===== src/rtl/seqdet_pkg.sv =====
package seqdet_pkg;

   localparam int PATTERN_W   = 13;
   localparam int PREFIX_LEN  = 5;

   localparam logic [PATTERN_W-1:0] CMD_SAVE_ADDR   = 13'h0F0F;
   localparam logic [PATTERN_W-1:0] CMD_RELOAD_ADDR = 13'h0F0E;

   // Prefix addresses in the order they must be read.
   function automatic logic [PATTERN_W-1:0] prefix_addr(input int idx);
      case (idx)
         0:       return 13'h0000;
         1:       return 13'h1555;
         2:       return 13'h0AAA;
         3:       return 13'h1FFF;
         default: return 13'h10F0;
      endcase
   endfunction

endpackage


===== src/rtl/seqdet_ce_edge.sv =====
module seqdet_ce_edge #(
   parameter int ADDR_W      = 13,
   parameter int SYNC_STAGES = 2
) (
   input  logic              clk,
   input  logic              rst,
   input  logic              ce_n,
   input  logic              we_n,
   input  logic [ADDR_W-1:0] addr,
   output logic              ce_fall,
   output logic              wr_n_s,
   output logic [ADDR_W-1:0] addr_s
);

   if (SYNC_STAGES < 2) begin : g_bad_sync
      $error("seqdet_ce_edge: SYNC_STAGES must be at least 2");
   end

   logic [SYNC_STAGES-1:0] sync_q;
   logic                   last_q;

   for (genvar i = 0; i < SYNC_STAGES; i++) begin : g_sync
      if (i == 0) begin : g_first
         always_ff @(posedge clk) begin
            if (rst) sync_q[0] <= 1'b1;
            else     sync_q[0] <= ce_n;
         end
      end else begin : g_next
         always_ff @(posedge clk) begin
            if (rst) sync_q[i] <= 1'b1;
            else     sync_q[i] <= sync_q[i-1];
         end
      end
   end

   always_ff @(posedge clk) begin
      if (rst) begin
         last_q <= 1'b1;
         wr_n_s <= 1'b1;
         addr_s <= '0;
      end else begin
         last_q <= sync_q[SYNC_STAGES-1];
         wr_n_s <= we_n;
         addr_s <= addr;
      end
   end

   assign ce_fall = last_q & ~sync_q[SYNC_STAGES-1];

   AST_FALL_SINGLE: assert property (@(posedge clk) disable iff (rst)
      ce_fall |=> !ce_fall);

endmodule


===== src/rtl/seqdet_match.sv =====
module seqdet_match
   import seqdet_pkg::*;
#(
   parameter int ADDR_W = 13
) (
   input  logic [ADDR_W-1:0]     addr_s,
   output logic [PREFIX_LEN-1:0] hit_prefix,
   output logic                  hit_save,
   output logic                  hit_reload
);

   if (ADDR_W < PATTERN_W) begin : g_bad_width
      $error("seqdet_match: ADDR_W narrower than the pattern");
   end

   localparam int HI_W = ADDR_W - PATTERN_W;

   logic upper_zero;
   logic [PATTERN_W-1:0] low_addr;

   assign low_addr = addr_s[PATTERN_W-1:0];

   if (HI_W > 0) begin : g_upper
      assign upper_zero = (addr_s[ADDR_W-1:PATTERN_W] == '0);
   end else begin : g_no_upper
      assign upper_zero = 1'b1;
   end

   for (genvar k = 0; k < PREFIX_LEN; k++) begin : g_cmp
      assign hit_prefix[k] = upper_zero && (low_addr == prefix_addr(k));
   end

   assign hit_save   = upper_zero && (low_addr == CMD_SAVE_ADDR);
   assign hit_reload = upper_zero && (low_addr == CMD_RELOAD_ADDR);

endmodule


===== src/rtl/seqdet_fsm.sv =====
module seqdet_fsm
   import seqdet_pkg::*;
#(
   parameter bit RESTART_ON_FIRST = 1'b1
) (
   input  logic                  clk,
   input  logic                  rst,
   input  logic                  busy,
   input  logic                  ce_fall,
   input  logic                  wr_n_s,
   input  logic [PREFIX_LEN-1:0] hit_prefix,
   input  logic                  hit_save,
   input  logic                  hit_reload,
   output logic                  store_req,
   output logic                  recall_req
);

   localparam int STEP_W = $clog2(PREFIX_LEN + 1);
   localparam logic [STEP_W-1:0] LAST_STEP = STEP_W'(PREFIX_LEN);
   localparam logic [STEP_W-1:0] ONE_STEP  = STEP_W'(1);

   logic [STEP_W-1:0] step_q, step_d;
   logic              save_d, reload_d;
   logic              expect_hit;
   logic [STEP_W-1:0] abort_step;

   // Abort target: idle, or step one if the stray read opens a new attempt.
   if (RESTART_ON_FIRST) begin : g_restart
      assign abort_step = hit_prefix[0] ? ONE_STEP : '0;
   end else begin : g_drop
      assign abort_step = '0;
   end

   always_comb begin
      expect_hit = 1'b0;
      for (int k = 0; k < PREFIX_LEN; k++) begin
         if (step_q == STEP_W'(k)) expect_hit = hit_prefix[k];
      end
   end

   always_comb begin
      step_d   = step_q;
      save_d   = 1'b0;
      reload_d = 1'b0;
      if (busy) begin
         step_d = '0;
      end else if (ce_fall) begin
         if (!wr_n_s) begin
            step_d = '0;
         end else if (step_q < LAST_STEP) begin
            step_d = expect_hit ? step_q + ONE_STEP : abort_step;
         end else if (hit_save) begin
            step_d = '0;
            save_d = 1'b1;
         end else if (hit_reload) begin
            step_d   = '0;
            reload_d = 1'b1;
         end else begin
            step_d = abort_step;
         end
      end
   end

   always_ff @(posedge clk) begin
      if (rst) begin
         step_q     <= '0;
         store_req  <= 1'b0;
         recall_req <= 1'b0;
      end else begin
         step_q     <= step_d;
         store_req  <= save_d;
         recall_req <= reload_d;
      end
   end

   AST_REQ_EXCLUSIVE: assert property (@(posedge clk) disable iff (rst)
      !(store_req && recall_req));
   AST_STORE_SINGLE: assert property (@(posedge clk) disable iff (rst)
      store_req |=> !store_req);
   AST_RECALL_SINGLE: assert property (@(posedge clk) disable iff (rst)
      recall_req |=> !recall_req);
   AST_STORE_AFTER_PREFIX: assert property (@(posedge clk) disable iff (rst)
      store_req |-> $past(step_q) == LAST_STEP);
   AST_RECALL_AFTER_PREFIX: assert property (@(posedge clk) disable iff (rst)
      recall_req |-> $past(step_q) == LAST_STEP);
   AST_BUSY_IDLE: assert property (@(posedge clk) disable iff (rst)
      busy |=> (step_q == '0) && !store_req && !recall_req);
   AST_WRITE_ABORT: assert property (@(posedge clk) disable iff (rst)
      (ce_fall && !wr_n_s) |=> (step_q == '0) && !store_req && !recall_req);
   AST_HOLD_NO_EDGE: assert property (@(posedge clk) disable iff (rst)
      (!ce_fall && !busy) |=> step_q == $past(step_q));

endmodule


===== src/rtl/seqdet_top.sv =====
module seqdet_top
   import seqdet_pkg::*;
#(
   parameter int ADDR_W           = 13,
   parameter int SYNC_STAGES      = 2,
   parameter bit RESTART_ON_FIRST = 1'b1
) (
   input  logic              clk,
   input  logic              rst,
   input  logic              busy,
   input  logic [ADDR_W-1:0] addr,
   input  logic              ce_n,
   input  logic              we_n,
   input  logic              oe_n,
   output logic              store_req,
   output logic              recall_req
);

   logic                  ce_fall;
   logic                  wr_n_s;
   logic [ADDR_W-1:0]     addr_s;
   logic [PREFIX_LEN-1:0] hit_prefix;
   logic                  hit_save;
   logic                  hit_reload;
   logic                  oe_unused;

   // Output enable is accepted for pin compatibility only.
   assign oe_unused = oe_n;

   seqdet_ce_edge #(
      .ADDR_W      (ADDR_W),
      .SYNC_STAGES (SYNC_STAGES)
   ) u_edge (
      .clk     (clk),
      .rst     (rst),
      .ce_n    (ce_n),
      .we_n    (we_n),
      .addr    (addr),
      .ce_fall (ce_fall),
      .wr_n_s  (wr_n_s),
      .addr_s  (addr_s)
   );

   seqdet_match #(
      .ADDR_W (ADDR_W)
   ) u_match (
      .addr_s     (addr_s),
      .hit_prefix (hit_prefix),
      .hit_save   (hit_save),
      .hit_reload (hit_reload)
   );

   seqdet_fsm #(
      .RESTART_ON_FIRST (RESTART_ON_FIRST)
   ) u_fsm (
      .clk        (clk),
      .rst        (rst),
      .busy       (busy),
      .ce_fall    (ce_fall),
      .wr_n_s     (wr_n_s),
      .hit_prefix (hit_prefix),
      .hit_save   (hit_save),
      .hit_reload (hit_reload),
      .store_req  (store_req),
      .recall_req (recall_req)
   );

endmodule


===== config.mk =====
export PLATFORM = sky130hd
export DESIGN_NAME = seqdet_top
export DESIGN_NICKNAME = d
export VERILOG_FILES = /design/src/rtl/seqdet_pkg.sv /design/src/rtl/seqdet_ce_edge.sv /design/src/rtl/seqdet_match.sv /design/src/rtl/seqdet_fsm.sv /design/src/rtl/seqdet_top.sv
export SDC_FILE = /design/constraint.sdc
export NUM_CORES = 1
export LEC_CHECK = 0
export BUFFER_PORTS_ARGS = -buffer_cell sky130_fd_sc_hd__buf_2
export CAP_MARGIN = 20
export CORE_MARGIN = 1
export CORE_UTILIZATION = 32
export DETAILED_ROUTE_END_ITERATION = 7
export PLACE_DENSITY = 0.52
export SLEW_MARGIN = 20
export SYNTH_ARGS = -nofsm -noshare
export SYNTH_HDL_FRONTEND = slang
export SYNTH_SLANG_ARGS = --single-unit

===== constraint.sdc =====
create_clock -name clk -period 4.7 [get_ports clk]
set_input_delay 0.47 -clock clk [delete_from_list [all_inputs] [get_ports clk]]
set_output_delay 0.47 -clock clk [all_outputs]
set_load 0.005 [all_outputs]

# Word level (Yosys, flattened, before mapping)
# Index checks and enable logic that the tools add are counted.
[op_classes]
order_cmp = 1
add_sub_neg = 1
n_shift = 0
eq_ne = 10
n_div = 0
bitwise_logic = 4
multipliers = 0
muxes = 13
reduce_logical = 5
[op_table]
columns = ["cell", "n"]
rows = [
  ["13-bit by 12-bit == test with 1-bit output, second input constant", 3],
  ["13-bit == test, second input constant", 3],
  ["3-bit two-way mux", 5],
  ["13-bit logical NOT", 1],
  ["1-bit two-way mux", 8],
  ["3-bit by 2-bit == test with 1-bit output, second input constant", 2],
  ["6-bit OR reduction", 1],
  ["5-bit OR reduction", 1],
  ["3-bit by 1-bit adder with 3-bit output, second input constant", 1],
  ["3-bit by 1-bit == test with 1-bit output, second input constant", 1],
  ["3-bit == test, second input constant", 1],
  ["3-bit logical NOT", 1],
  ["3-bit < comparator, second input constant", 1],
  ["1-bit inverter", 3],
  ["2-bit OR reduction", 1],
  ["1-bit bitwise AND", 1],
]
[totals]
ram_bits = 0
latch_bits = 0
memories = 0
register_bits = 22
output_inout_bits = 2
rom_bits = 0

# Longest topological paths before layout
[depth]
word_depth = 9
ltp_mapped = 7

# By module
# Synthesis repeated with hierarchy kept, for this count alone.
[unflattened]
cells_unflattened = 93
hier_area_um2 = 963.4
[by_module_without_submodules]
columns = ["mod", "seq_area_each_um2", "area_per_inst_um2", "n_inst", "cells_each"]
rows = [
  ["seqdet_ce_edge", 340.3, 473.0, 1, 36],
  ["seqdet_fsm", 100.1, 356.6, 1, 39],
  ["seqdet_match", 0.0, 133.9, 1, 18],
]

# Worst setup path before layout
# OpenSTA, ideal clock, no wires.
[synth_path]
kind = "register to register"
startpoint = "reg u_edge.addr_s[0]"
endpoint = "reg u_fsm.step_q[0]"
n_path_buf = 0
period_less_slack_ps = 1872
arrival_ps = 1753
setup_time_ps = 120
slack_ps = 2828
path_stages_with_launch = 6
path_cell_list = "dfxtp_1 > nand4_1 > or4_1 > a222oi_1 > nand4_1 > a211o_1"
[synth_via]
elab_chain_cells = 9
word_cells_on_any_way = 18
[synth_lines]
columns = ["element", "line", "source"]
rows = [
  ["start: declaration", "seqdet_ce_edge.sv:12", "output logic [ADDR_W-1:0] addr_s"],
  ["start signal: assignment", "seqdet_ce_edge.sv:44", "addr_s <= addr;"],
  ["13-bit logical NOT", "seqdet_match.sv:30", "assign hit_prefix[k] = upper_zero && (low_addr == prefix_addr(k));"],
  ["1-bit two-way mux (5 in series)", "seqdet_fsm.sv:37", "if (step_q == STEP_W'(k)) expect_hit = hit_prefix[k];"],
  ["3-bit two-way mux", "seqdet_fsm.sv:51", "step_d = expect_hit ? step_q + ONE_STEP : abort_step;"],
  ["3-bit two-way mux (*)", "seqdet_fsm.sv:50", "end else if (step_q < LAST_STEP) begin"],
  ["3-bit two-way mux (*)", "seqdet_fsm.sv:48", "if (!wr_n_s) begin"],
  ["end signal: assignment", "seqdet_fsm.sv:70", "step_q <= step_d;"],
  ["end: declaration", "seqdet_fsm.sv:22", "logic [STEP_W-1:0] step_q, step_d;"],
]
# Mark *: on every way between the ends. The rest lies on a longest branch, timed or not.
# A chain may end at the register's enable or synchronous reset.

# Worst setup path in the final report
[layout_path]
startpoint = "reg u_edge.addr_s[8]"
endpoint = "reg u_fsm.step_q[0]"
# The elaborated chain is that of the path after synthesis.

==> impl_metrics.json <==
{
  "status": "finished clean",
  "rows": 19,
  "synthArstFlopShare": 0,
  "ant_nets": 0,
  "grt_setup_unrepaired": "no",
  "tightestPinTransition_ns": 0.4814,
  "fin_crit_sh": 0.4500,
  "htreeDepth": 1,
  "clk_path_buf_depth": 2,
  "postLayoutCellArea_um2": 1081,
  "drv_slew": 0,
  "globalplace.congestion": 0.7711,
  "drtIter0Drc": 14,
  "setup_tns_ns": 0,
  "setup_violations": 0,
  "min_path_type": "in2reg",
  "routedWlPerCell_um": 10.93,
  "period_minus_slack_ns": 2.115,
  "slowest_delay_ns": 0.56,
  "clkLatencyLatePin_ns": 0.30,
  "wl_um": 1618,
  "yosys-top-cells-area": "dfxtp_1 48%, nor2b_1 8.8%, ha_1 6.8%",
  "crit_chain": "nand4_1 > or4_1 > a222oi_1 > nand4_1 > a211o_1",
  "slew-limit-headroom": 0.6761,
  "clock-sinks": 22,
  "ys_types": 28,
  "finClkSkew_ns": 0.001771,
  "cts_hold_buffers": 0,
  "dp_cells": 144,
  "num_antenna_cells": 0,
  "fin_nets": 142,
  "ios": 21,
  "placed_cell_area_um2": 1045,
  "overflow": 0,
  "cp.arrival_ns": 2.32,
  "power_density_nw_per_um2": 296.0,
  "drcViolationCount": 0,
  "cp-end-kind": "register",
  "fp.dieArea_um2": 3100,
  "final_cell_mix": "22 x dfxtp_1, 19 x buf_2, 13 x nor2b_1",
  "layoutNonFillerInstCount": 148,
  "grt_pass1_vias": 660,
  "vias": 744,
  "hold_viol_final": 0,
  "synth.avg_cell_area_um2": 9.507,
  "dp_hpwl_um": 1285,
  "yosysSeqAreaShare": 0.4776,
  "cp_slowest_cell": "or4_1",
  "synth_edf_count": 0,
  "synth_seq_cells": 22,
  "cp_common_cell": "nand4_1",
  "maxCapViolCount": 0,
  "dr.pass1.iters": 4,
  "grt_pass1_wl_um": 2753,
  "cp_max_fo": 3,
  "synth_area_um2": 922.1,
  "numCtsBuffers": 3,
  "cts-root-buf": "clkbuf_4",
  "clkSlewWorstSetupHoldPaths_ns": 0.12,
  "synth_warnings": 0,
  "critPathRequiredTime_ns": 4.90,
  "cts_resized": 0,
  "netlist.top_cell.by_area": "dfxtp_1",
  "start_kind": "register",
  "cts_tree": "built",
  "synth_cells": 97,
  "post_drt_via_cell_ratio": 5.027,
  "grt_max_degree": 20,
  "synth_flop_cell": "dfxtp_1",
  "coreArea_um2": 2734,
  "dieHeight_um": 55.68,
  "grtUsageTotal": 0.1112,
  "antenna_found_initial": 0,
  "post_cts_buffers": 0,
  "postLayoutCoreUtil": 0.3954,
  "syn_nets": 121,
  "die_w_um": 55.68,
  "critPathKind": "reg2reg",
  "yosysTopAreaCellShare": 0.4776,
  "fmax_mhz": 472.8,
  "ir_drop_mv": 0.1744,
  "final_layout_size_suffix_gt1_frac": 0.2479,
  "port_buffers": 19,
  "area_delta_synth_final_pct": 17.23,
  "p_leak_uw": 0.0004453,
  "layout_commonest_cell": "dfxtp_1",
  "start_util": 0.3373
}
-- cells in the mapped netlist (3+ instances only) --
cell type  count
a21oi_1        3
clkbuf_1       3
dfxtp_1       22
ha_1           5
inv_1          4
nand2_1        7
nand3_1        3
nand4_1        4
nor2_1         5
nor2b_1       13
nor3_1         4
or2_2          4
-- layer usage --
metal	vias up	part of all wire	track usage
met1	330	0.48	0.1401
met2	24	0.46	0.1824
met4	0	0.012	0.04286
met3	4	0.048	0.02791
met5	-	0	0
li1	386	-	-
-- final timing paths --
| check | startpoint | endpoint | slack (ns) | depth (start not counted) |
|---|---|---|---|---|
| max | u_edge.addr_s[8] | u_fsm.step_q[0] | 2.58 | 5 |
| max reg2reg | u_edge.addr_s[8] | u_fsm.step_q[0] | 2.58 | 5 |
| min reg2reg | u_edge.sync_q[0] | u_edge.sync_q[1] | 0.42 | 1 |
| min | we_n | u_edge.wr_n_s | 0.34 | 2 |
-- state kept, by name, indices dropped and copies added (netlist names) --
signal	count
u_edge.addr_s	13
u_edge.sync_q	2
u_fsm.recall_req	1
u_fsm.step_q	3
u_edge.last_q	1
u_fsm.store_req	1
u_edge.wr_n_s	1
-- metrics by stage --
step                      total power [uW]  worst slack [ns]  hold slack (ns)
after floorplan                      213.2             2.828           0.3895
after global placement               221.5             2.673           0.3945
after detailed placement             222.5             2.622           0.3977
after CTS                            325.4             2.599           0.3334
after global routing                 339.7             2.418           0.3215
final                                319.9             2.585           0.3425
-- cell type report --
class	count	area (um2)
flip-flops and latches	22	440.4
multi-input cells	68	455.4
fillers	279	1653
well taps	31	38.79
repair buffers	19	95.09
inverters	4	15.01
clock buffers	4	36.28
-- critical path, delay by kind of cell, from the launching register on --
family          cells  cell delay (ns)
flops               1             0.37
compound gates      2             0.79
simple gates        3             0.86
-- logic make-up (layout without fill, tap and decap cells) --
family	count (synthesis)	count (layout)	synth area share
AND/OR/NAND/NOR	53	53	0.3487
AO/OA/AOI/OAI	10	10	0.07733
buffers and inverters	7	27	0.02849
flip-flops	22	22	0.4776
adder cells (fa/ha/maj)	5	5	0.06784
-- power by group --
| part | switching (uW) | total (uW) | internal (uW) |
|---|---|---|---|
| sequential | 4.26 | 198 | 194 |
| clock | 54.9 | 102 | 47.2 |
| combinational | 8.61 | 19.6 | 11.0 |
(Power assumes the default switching activity.)
